[config.mk]
export PLATFORM = sky130hd
export DESIGN_NAME = sw_core
export DESIGN_NICKNAME = d
export VERILOG_FILES = /design/src/rtl/sw_pkg.sv /design/src/rtl/sw_flit_fifo.sv /design/src/rtl/sw_rr_arb.sv /design/src/rtl/sw_core.sv
export SDC_FILE = /design/constraint.sdc
export NUM_CORES = 2
export LEC_CHECK = 0
export BUFFER_PORTS_ARGS = -buffer_cell sky130_fd_sc_hd__buf_2
export CORE_MARGIN = 4
export CORE_UTILIZATION = 55
export CTS_BUF_LIST = sky130_fd_sc_hd__clkbuf_4
export CTS_CLUSTER_SIZE = 40
export DETAILED_ROUTE_END_ITERATION = 16
export GPL_TIMING_DRIVEN = 0
export HOLD_SLACK_MARGIN = 0.1
export PLACE_DENSITY = 0.72
export SLEW_MARGIN = 25
export SYNTH_ARGS = -nofsm -noshare
export SYNTH_HDL_FRONTEND = slang
export SYNTH_SLANG_ARGS = --single-unit
export TNS_END_PERCENT = 50
[constraint.sdc]
create_clock -name clk -period 7.8 [get_ports clk]
set_input_delay 0 -clock clk [delete_from_list [all_inputs] [get_ports clk]]
set_output_delay 0 -clock clk [all_outputs]
set_load 0.01 [all_outputs]
[src/rtl/sw_pkg.sv]
package sw_pkg;
    localparam int TYPE_W = 2;

    typedef enum logic [TYPE_W-1:0] {
        FK_BODY = 2'b00,
        FK_HEAD = 2'b01,
        FK_TAIL = 2'b10,
        FK_SOLO = 2'b11
    } flit_kind_e;

    function automatic logic kind_is_head(input logic [TYPE_W-1:0] t);
        return t[0];
    endfunction

    function automatic logic kind_is_tail(input logic [TYPE_W-1:0] t);
        return t[1];
    endfunction
endpackage

[src/rtl/sw_flit_fifo.sv]
module sw_flit_fifo #(
    parameter int WIDTH = 66,
    parameter int DEPTH = 10
) (
    input  logic             clk,
    input  logic             rst_n,
    input  logic             push,
    input  logic [WIDTH-1:0] wdata,
    input  logic             pop,
    output logic [WIDTH-1:0] rdata,
    output logic             full,
    output logic             empty
);
    localparam int AW = (DEPTH > 1) ? $clog2(DEPTH) : 1;
    localparam int CW = $clog2(DEPTH + 1);

    typedef struct packed {
        logic [AW-1:0] wp;
        logic [AW-1:0] rp;
        logic [CW-1:0] cnt;
    } fifo_st_t;

    fifo_st_t st_d, st_q;
    logic [WIDTH-1:0] mem [DEPTH];
    logic do_push, do_pop;

    assign full    = (st_q.cnt == CW'(DEPTH));
    assign empty   = (st_q.cnt == '0);
    assign do_push = push && !full;
    assign do_pop  = pop && !empty;
    assign rdata   = mem[st_q.rp];

    always_comb begin
        st_d = st_q;
        if (do_push) st_d.wp = (st_q.wp == AW'(DEPTH - 1)) ? '0 : st_q.wp + AW'(1);
        if (do_pop)  st_d.rp = (st_q.rp == AW'(DEPTH - 1)) ? '0 : st_q.rp + AW'(1);
        if (do_push && !do_pop)      st_d.cnt = st_q.cnt + CW'(1);
        else if (!do_push && do_pop) st_d.cnt = st_q.cnt - CW'(1);
    end

    always_ff @(posedge clk) begin
        if (!rst_n) st_q <= '0;
        else        st_q <= st_d;
    end

    always_ff @(posedge clk) begin
        if (do_push) mem[st_q.wp] <= wdata;
    end
endmodule

[src/rtl/sw_rr_arb.sv]
module sw_rr_arb #(
    parameter int N = 4,
    localparam int IW = $clog2(N)
) (
    input  logic [N-1:0]  req,
    input  logic [IW-1:0] ptr,
    output logic          any,
    output logic [IW-1:0] idx
);
    always_comb begin
        any = 1'b0;
        idx = '0;
        for (int k = 0; k < N; k++) begin
            if (!any && req[(int'(ptr) + k) % N]) begin
                any = 1'b1;
                idx = IW'((int'(ptr) + k) % N);
            end
        end
    end
endmodule

[src/rtl/sw_core.sv]
module sw_core #(
    parameter int NP        = 4,
    parameter int FLIT_W    = 64,
    parameter int BUF_DEPTH = 10,
    parameter int DEST_W    = 2,
    localparam int PW       = $clog2(NP),
    localparam int TW       = sw_pkg::TYPE_W
) (
    input  logic                         clk,
    input  logic                         rst_n,
    input  logic [NP-1:0]                in_valid,
    input  logic [NP-1:0][TW-1:0]        in_type,
    input  logic [NP-1:0][FLIT_W-1:0]    in_data,
    output logic [NP-1:0]                in_ready,
    output logic [NP-1:0]                out_valid,
    output logic [NP-1:0][TW-1:0]        out_type,
    output logic [NP-1:0][FLIT_W-1:0]    out_data,
    input  logic [NP-1:0]                out_ready,
    input  logic                         tbl_we,
    input  logic [DEST_W-1:0]            tbl_addr,
    input  logic [PW-1:0]                tbl_port
);
    import sw_pkg::*;

    localparam int NDEST = 2 ** DEST_W;
    localparam int EW    = TW + FLIT_W;

    typedef struct packed {
        logic [NP-1:0]              rt_vld;
        logic [NP-1:0][PW-1:0]      rt_port;
        logic [NP-1:0]              lock;
        logic [NP-1:0][PW-1:0]      owner;
        logic [NP-1:0][PW-1:0]      ptr;
        logic [NP-1:0]              ov;
        logic [NP-1:0][TW-1:0]      otype;
        logic [NP-1:0][FLIT_W-1:0]  odata;
        logic [NDEST-1:0][PW-1:0]   tbl;
    } core_st_t;

    function automatic core_st_t reset_state();
        core_st_t s;
        s = '0;
        for (int k = 0; k < NDEST; k++) s.tbl[k] = PW'(k % NP);
        return s;
    endfunction

    localparam core_st_t RST_ST = reset_state();

    core_st_t st_d, st_q;

    logic [NP-1:0][EW-1:0]     rd;
    logic [NP-1:0][TW-1:0]     h_type;
    logic [NP-1:0][FLIT_W-1:0] h_data;
    logic [NP-1:0]             full, empty, pop;
    logic [NP-1:0][NP-1:0]     req;
    logic [NP-1:0]             g_any;
    logic [NP-1:0][PW-1:0]     g_idx;

    // Stage 1: input buffering
    for (genvar i = 0; i < NP; i++) begin : g_in
        sw_flit_fifo #(.WIDTH(EW), .DEPTH(BUF_DEPTH)) u_fifo (
            .clk   (clk),
            .rst_n (rst_n),
            .push  (in_valid[i]),
            .wdata ({in_type[i], in_data[i]}),
            .pop   (pop[i]),
            .rdata (rd[i]),
            .full  (full[i]),
            .empty (empty[i])
        );
        assign h_type[i] = rd[i][EW-1 -: TW];
        assign h_data[i] = rd[i][FLIT_W-1:0];
    end

    assign in_ready = ~full;

    // Stage 3: per-output requests and round-robin arbiters
    always_comb begin
        for (int o = 0; o < NP; o++)
            for (int i = 0; i < NP; i++)
                req[o][i] = st_q.rt_vld[i] && !empty[i]
                          && (st_q.rt_port[i] == PW'(o)) && !st_q.lock[o];
    end

    for (genvar o = 0; o < NP; o++) begin : g_out
        sw_rr_arb #(.N(NP)) u_arb (
            .req (req[o]),
            .ptr (st_q.ptr[o]),
            .any (g_any[o]),
            .idx (g_idx[o])
        );
    end

    always_comb begin
        st_d = st_q;
        pop  = '0;
        // Stage 2: route lookup for a header at the buffer head
        for (int i = 0; i < NP; i++) begin
            if (!empty[i] && !st_q.rt_vld[i] && kind_is_head(h_type[i])) begin
                st_d.rt_vld[i]  = 1'b1;
                st_d.rt_port[i] = st_q.tbl[h_data[i][DEST_W-1:0]];
            end
        end
        for (int o = 0; o < NP; o++) begin
            // Stage 3: grant is taken and held until the tail
            if (g_any[o]) begin
                st_d.lock[o]  = 1'b1;
                st_d.owner[o] = g_idx[o];
                st_d.ptr[o]   = (g_idx[o] == PW'(NP - 1)) ? '0 : g_idx[o] + PW'(1);
            end
            if (st_q.ov[o] && out_ready[o]) st_d.ov[o] = 1'b0;
            // Stages 4 and 5: crossbar traversal into the output register
            if (st_q.lock[o] && !empty[st_q.owner[o]] && (!st_q.ov[o] || out_ready[o])) begin
                pop[st_q.owner[o]] = 1'b1;
                st_d.ov[o]    = 1'b1;
                st_d.otype[o] = h_type[st_q.owner[o]];
                st_d.odata[o] = h_data[st_q.owner[o]];
                if (kind_is_tail(h_type[st_q.owner[o]])) begin
                    st_d.lock[o]               = 1'b0;
                    st_d.rt_vld[st_q.owner[o]] = 1'b0;
                end
            end
        end
        if (tbl_we) st_d.tbl[tbl_addr] = tbl_port;
    end

    always_ff @(posedge clk) begin
        if (!rst_n) st_q <= RST_ST;
        else        st_q <= st_d;
    end

    assign out_valid = st_q.ov;
    assign out_type  = st_q.otype;
    assign out_data  = st_q.odata;
endmodule

; Word-level counts from Yosys, hierarchy flattened
; Memories as Yosys holds them, arrays and structs flattened. A register that Yosys moved wholly into a read port is not among the register bits.
; Index checks and enable logic that the tools add are counted.
; W data, S select, Z words.
[op_classes]
n_addsub = 32
magnitude_cmp = 30
eq_ne = 28
muxes = 191
n_bitwise = 24
n_reduce_logical = 165
[op_table]
columns = op, n
row1 = $bmux W64 S2, 4
row2 = $mux W64, 4
row3 = $mux W4, 36
row4 = $logic_and A1 B1 Y1, 89
row5 = $mux W1, 84
row6 = $mux W2, 29
row7 = $add A4 B1 Y4 const B, 12
row8 = $eq A4 B4 Y1 const B, 12
row9 = $lt A3 B4 Y1 const B, 12
row10 = $logic_not A1 Y1, 44
row11 = $bmux W1 S2, 20
row12 = $lt A2 B3 Y1 const B, 13
row13 = $bmux W2 S2, 8
row14 = $eq A2 B2 Y1 const B, 12
row15 = $reduce_or A2 Y1, 12
row16 = $not A4 Y4, 5
row17 = $add A2 B1 Y2 const B, 8
row18 = $add A2 B2 Y2 const B, 8
row19 = $and A4 B4 Y4, 4
row20 = $logic_not A4 Y1, 4
row21 = $reduce_bool A2 Y1, 8
row22 = $sub A4 B1 Y4 const B, 4
row23 = $and A1 B1 Y1 const A, 12
row24 = $or A4 B4 Y4, 3
row25 = 7 further kinds, 23
[word_totals]
ff_bits = 356
ramBits = 2640
input_bits = 279
output_inout_bits = 272
wordCells = 516
mem_count = 4
[memory_table]
columns = name, depth, width, read_ports, rd_ports_with_merged_regs, write_ports, line_no
row1 = g_in[0].u_fifo.mem, 10, 66, 1, 1, 1, sw_flit_fifo.sv:24  ; logic [WIDTH-1:0] mem [DEPTH];
row2 = g_in[1].u_fifo.mem, 10, 66, 1, 1, 1, sw_flit_fifo.sv:24
row3 = g_in[2].u_fifo.mem, 10, 66, 1, 1, 1, sw_flit_fifo.sv:24
row4 = g_in[3].u_fifo.mem, 10, 66, 1, 1, 1, sw_flit_fifo.sv:24

; Logic depth before layout (Yosys ltp)
[logic_depth]
word_depth = 20
depth_mapped = 14
mapped_depth_nobuf = 12

; Modules after synthesis
; From an unflattened synthesis, not the netlist that was laid out.
[unflattened]
cells_unflattened = 7580
hier_area_um2 = 125904.5
[modules_own_cells]
columns = module, instances, cells_per_inst, area_each_um2
row1 = sw_flit_fifo (g_in[0].u_fifo ...), 2, 1434, 26462.9
row2 = sw_flit_fifo (g_in[3].u_fifo), 1, 1434, 26605.5
row3 = sw_flit_fifo (g_in[1].u_fifo), 1, 1220, 25635.8
row4 = sw_core, 1, 1998, 20427.1
row5 = sw_rr_arb, 4, 15, 77.6

; Least setup slack after synthesis
; OpenSTA, ideal clock, no wires.
[synth_path]
path_kind = register to register
from = register g_in[3].u_fifo.st_q[0] (netlist bit)
to = memory g_in[3].u_fifo.mem[1][0] (enable)
setup_time_ns = 0.653
arrival_ns = 7.276
required_ns = 7.147
path_slack_ns = -0.128
stages_incl_launch_ff = 6
cell_sequence = dfxtp_1 > nand4bb_1 > nand2_1 > inv_1 > nand2_1 > nor4_1
[synth_via]
elab_chain_cells = 5
[synth_rtl]
columns = item, line_no
row1 = "start, declared", sw_flit_fifo.sv:23  ; fifo_st_t st_d, st_q;
row2 = "start signal, assigned", sw_flit_fifo.sv:43  ; else st_q <= st_d;
row3 = $eq A4 B4 Y1, sw_flit_fifo.sv:27  ; assign full = (st_q.cnt == CW'(DEPTH));
row4 = $logic_not A1 Y1, sw_flit_fifo.sv:29  ; assign do_push = push && !full;
row5 = $logic_and A1 B1 Y1, sw_flit_fifo.sv:29
row6 = via g_in[3].u_fifo.do_push, sw_flit_fifo.sv:25  ; logic do_push, do_pop;
row7 = $mux W1, sw_flit_fifo.sv:47  ; if (do_push) mem[st_q.wp] <= wdata;
row8 = $mux W1 (not written as such), sw_flit_fifo.sv:47
row9 = "end, declared", sw_flit_fifo.sv:24
; The timed path passes the listed nets, and every way through them passes these cells.

==> run_results.csv <==
group,metric,value,unit
timing,hold_violations,0,
drt,final_antenna_net_count,0,
critical_path,crit_chain,"buf_2 -> buf_2 -> buf_2 -> buf_1 -> mux4_2 -> a22o_1 -> a21oi_1 -> o22ai_1 -> o21ai_0 -> a21oi_1",
drt,vias_per_cell,6.40,
layout,multiInputGateArea,30900,sq um
floorplan,coreArea,220000,sq um
floorplan,initial_core_util,0.552,
place,hpwl,311,mm
critical_path,cp.depth,10,
critical_path,rrSetupSlack,3.08,ns
critical_path,crit_required,9.13,ns
critical_path,reg2reg_depth,10,
grt,antenna_found_initial,46,
logic_synthesis,synth_edf_count,2640,
floorplan,die_w,477,um
timing,period_minus_slack,4.72,ns
pwr,p_per_area,255,nW/um^2
logic_synthesis,async_flop_share,0,
clock_network,cts.reportedPaths.clkPinSlew,0.07,ns
layout,layout_commonest_cell,"edfxtp_1",
timing,skew,0.133,ns
timing,slew_viol_final,0,
grt,grt_pass1_wl,619,mm
clock_network,cts_buffer_depth,4,
floorplan,row_count,172,
grt,grt_overflow,0,
critical_path,r2r-end,"out_data[6]$_SDFFE_PN0N_",
clock_network,numCtsBuffers,750,
logic_synthesis,avgSynthCellArea,17.0,sq um
layout,fill_cells,14300,
layout,post_route_cells_drive_above_1_share,0.325,
critical_path,worst-path-buf-inv,4,
critical_path,slowest_delay,0.84,ns
pwr,ir_worst_vdd,215,uV
logic_synthesis,ys_ff_latch,3012,
pwr,total_power,38.2,mW
worst_hold_path,hold_path.class,"in2reg",
grt,grt_start_max_net_pins,22,
critical_path,critPathArrivalTime,6.05,ns
layout,area_growth,23.3,%
timing,fin_ws,3.08,ns
clock_network,root_buffer,"clkbuf_4",
clock_network,clkLatencyLatePin,1.53,ns
critical_path,slowest_stage,"a21oi_1",
critical_path,start_kind,"flip-flop",
drt,drtIter0Drc,12200,
logic_synthesis,synth_top_cells_by_area,"edfxtp_1, mux4_2, dfxtp_1, buf_4, mux2i_1",
layout,final_cell_mix,"edfxtp_1, clkbuf_4, dlygate4sd3_1, buf_2, mux4_2",
critical_path,crit_path_frequent_cell,"buf_2",
outcome,status,"finished, final reports clean",
drt,wl_per_cell,34.0,um
layout,seq_area,86700,sq um
floorplan,die_area,228000,sq um
layout,fin_area,149000,sq um
logic_synthesis,yosysTopAreaCell,"edfxtp_1",
drt,drc,0,
floorplan,ios,551,
job,cap_violations,0,
grt,grt.total_usage,0.386,
critical_path,crit_end,"out_data[6]$_SDFFE_PN0N_",
clock_network,post_cts_buffers,0,
clock_network,cts_sinks,3012,
place,dpl_cell_area,132000,sq um
timing,rsz0062_at_grt,"no",
timing,period_share,0.605,
drt,routed_wl,443,mm
timing,setup_violations,0,
logic_synthesis,ys.flop_type,"edfxtp_1",
logic_synthesis,syn_area,121000,sq um
logic_synthesis,synth_top_area_share,0.654,
critical_path,crit_family,"compound AO/OA/AOI/OAI gates",
critical_path,worstSetupEndpointType,"flip-flop",
clock_network,cts_tree,"built",
timing,fmax,0.212,GHz
drt,first_pass_iters,8,
floorplan,die_h,477,um
place,place_congestion,1.03,
timing,whs,0.272,ns
clock_network,cts_resized,0,
timing,slew_headroom,0.178,
logic_synthesis,syn_inst,7143,
grt,grt_pass1_vias,83600,
logic_synthesis,synth_cell_types,87,
logic_synthesis,synth_nets,7438,
layout,final_nets,9922,
place,place_ws,3.32,ns
logic_synthesis,synth-seq-area-share,0.716,
place,port-buffer-count,550,
timing,tightest_slew,1.23,ns
drt,vias,83500,
clock_network,htree_levels,6,
critical_path,path_class,"reg2reg",
pwr,p_leak,52.4,nW
logic_synthesis,ys_warn_count,0,
critical_path,crit_fanout,10,
clock_network,ctsHoldBuffers,835,
cell type report:
type,instances,area share
Inverter,34,0.000854
Clock buffer,1111,0.0558
Clock inverter,159,0.00552
Timing Repair Buffer,1732,0.0992
Multi-Input combinational cell,3364,0.207
Antenna cell,33,0.000553
Tap cell,2871,0.0240
Sequential cell,3012,0.580
Buffer,733,0.0271
flip-flops by register name, summed over array words and instances (netlist names), named ones only:
signal,count
out_valid,4
st_q,36
g_in.u_fifo.st_q,48
out_data,256
g_in.u_fifo.mem,2640
out_type,8
worst reg2reg max path, cell delays in order, from the launching register on:
cell and delay (ns):
dfxtp_1 0.30, buf_2 0.28, buf_2 0.40, buf_2 0.41
buf_1 0.81, mux4_2 0.42, a22o_1 0.22, a21oi_1 0.84
o22ai_1 0.22, o21ai_0 0.55, a21oi_1 0.14
routing by layer:
layer / vias to the layer above / part of all wire / GRT usage
met5: - / 0.00045 / 0
met4: 32 / 0.095 / 0.308
met3: 1318 / 0.13 / 0.120
met2: 6406 / 0.44 / 0.562
met1: 41900 / 0.34 / 0.479
li1: 33900 / - / -
report_power, final:
group	internal, mW	total [mW]	switching, mW
registers	18.1	18.4	0.290
clock network	6.67	13.1	6.41
logic	2.39	6.70	4.31
stage by stage:
step            TNS, ns  cells  utilization
5_1_grt               0  13000        0.681
4_1_cts               0  13000        0.680
3_3_place_gp   -5578.47  10600        0.581
2_1_floorplan    -11.28   7143            -
3_5_place_dp          0  10900        0.600
6_report              0  13000        0.681
Yosys cell counts, types with 25 or more instances:
cell type,instances
edfxtp_1,2640
mux4_2,541
dfxtp_1,372
nor2_1,357
nand2_1,351
buf_4,297
a21oi_1,288
clkbuf_1,261
o22ai_1,243
o21ai_0,206
mux2i_1,193
a22oi_1,179
a22o_1,170
mux2_2,126
buf_2,98
nand2b_1,96
o211ai_1,83
buf_1,70
nor3_1,52
o221ai_1,49
a211oi_1,48
nor2b_1,33
inv_1,31
a31oi_1,27
nand3_1,26
nor4_1,25
worst min path at each step:
stage                 from                                   to  depth (start not counted)
2_1_floorplan   in_data[0]   g_in[0].u_fifo.mem[0][0]$_DFFE_PP_                          0
3_3_place_gp   tbl_port[0]                 st_q[6]$_SDFFE_PN1P_                          3
3_5_place_dp   tbl_port[1]                 st_q[7]$_SDFFE_PN1P_                          3
4_1_cts        in_valid[0]  g_in[0].u_fifo.st_q[8]$_SDFFE_PN0P_                          7
5_1_grt        in_valid[2]  g_in[2].u_fifo.st_q[8]$_SDFFE_PN0P_                          7
6_report       in_valid[2]  g_in[2].u_fifo.st_q[8]$_SDFFE_PN0P_                          7
cell families (layout without fill, tap and decap cells):
| group | Yosys count | in the layout | share of synthesized area |
|---|---|---|---|
| adders and majority gates | 19 | 19 | 0.00215 |
| other | 0 | 33 | 0 |
| AOI/OAI and AO/OA | 1410 | 1410 | 0.0779 |
| and+or+nand+nor | 1048 | 1048 | 0.0399 |
| buffers and inverters | 767 | 3769 | 0.0343 |
| DFF | 3012 | 3012 | 0.716 |
| muxes | 860 | 860 | 0.128 |
| xor gates and xnor gates | 27 | 27 | 0.00195 |
Power figures use the tool's default switching activity.
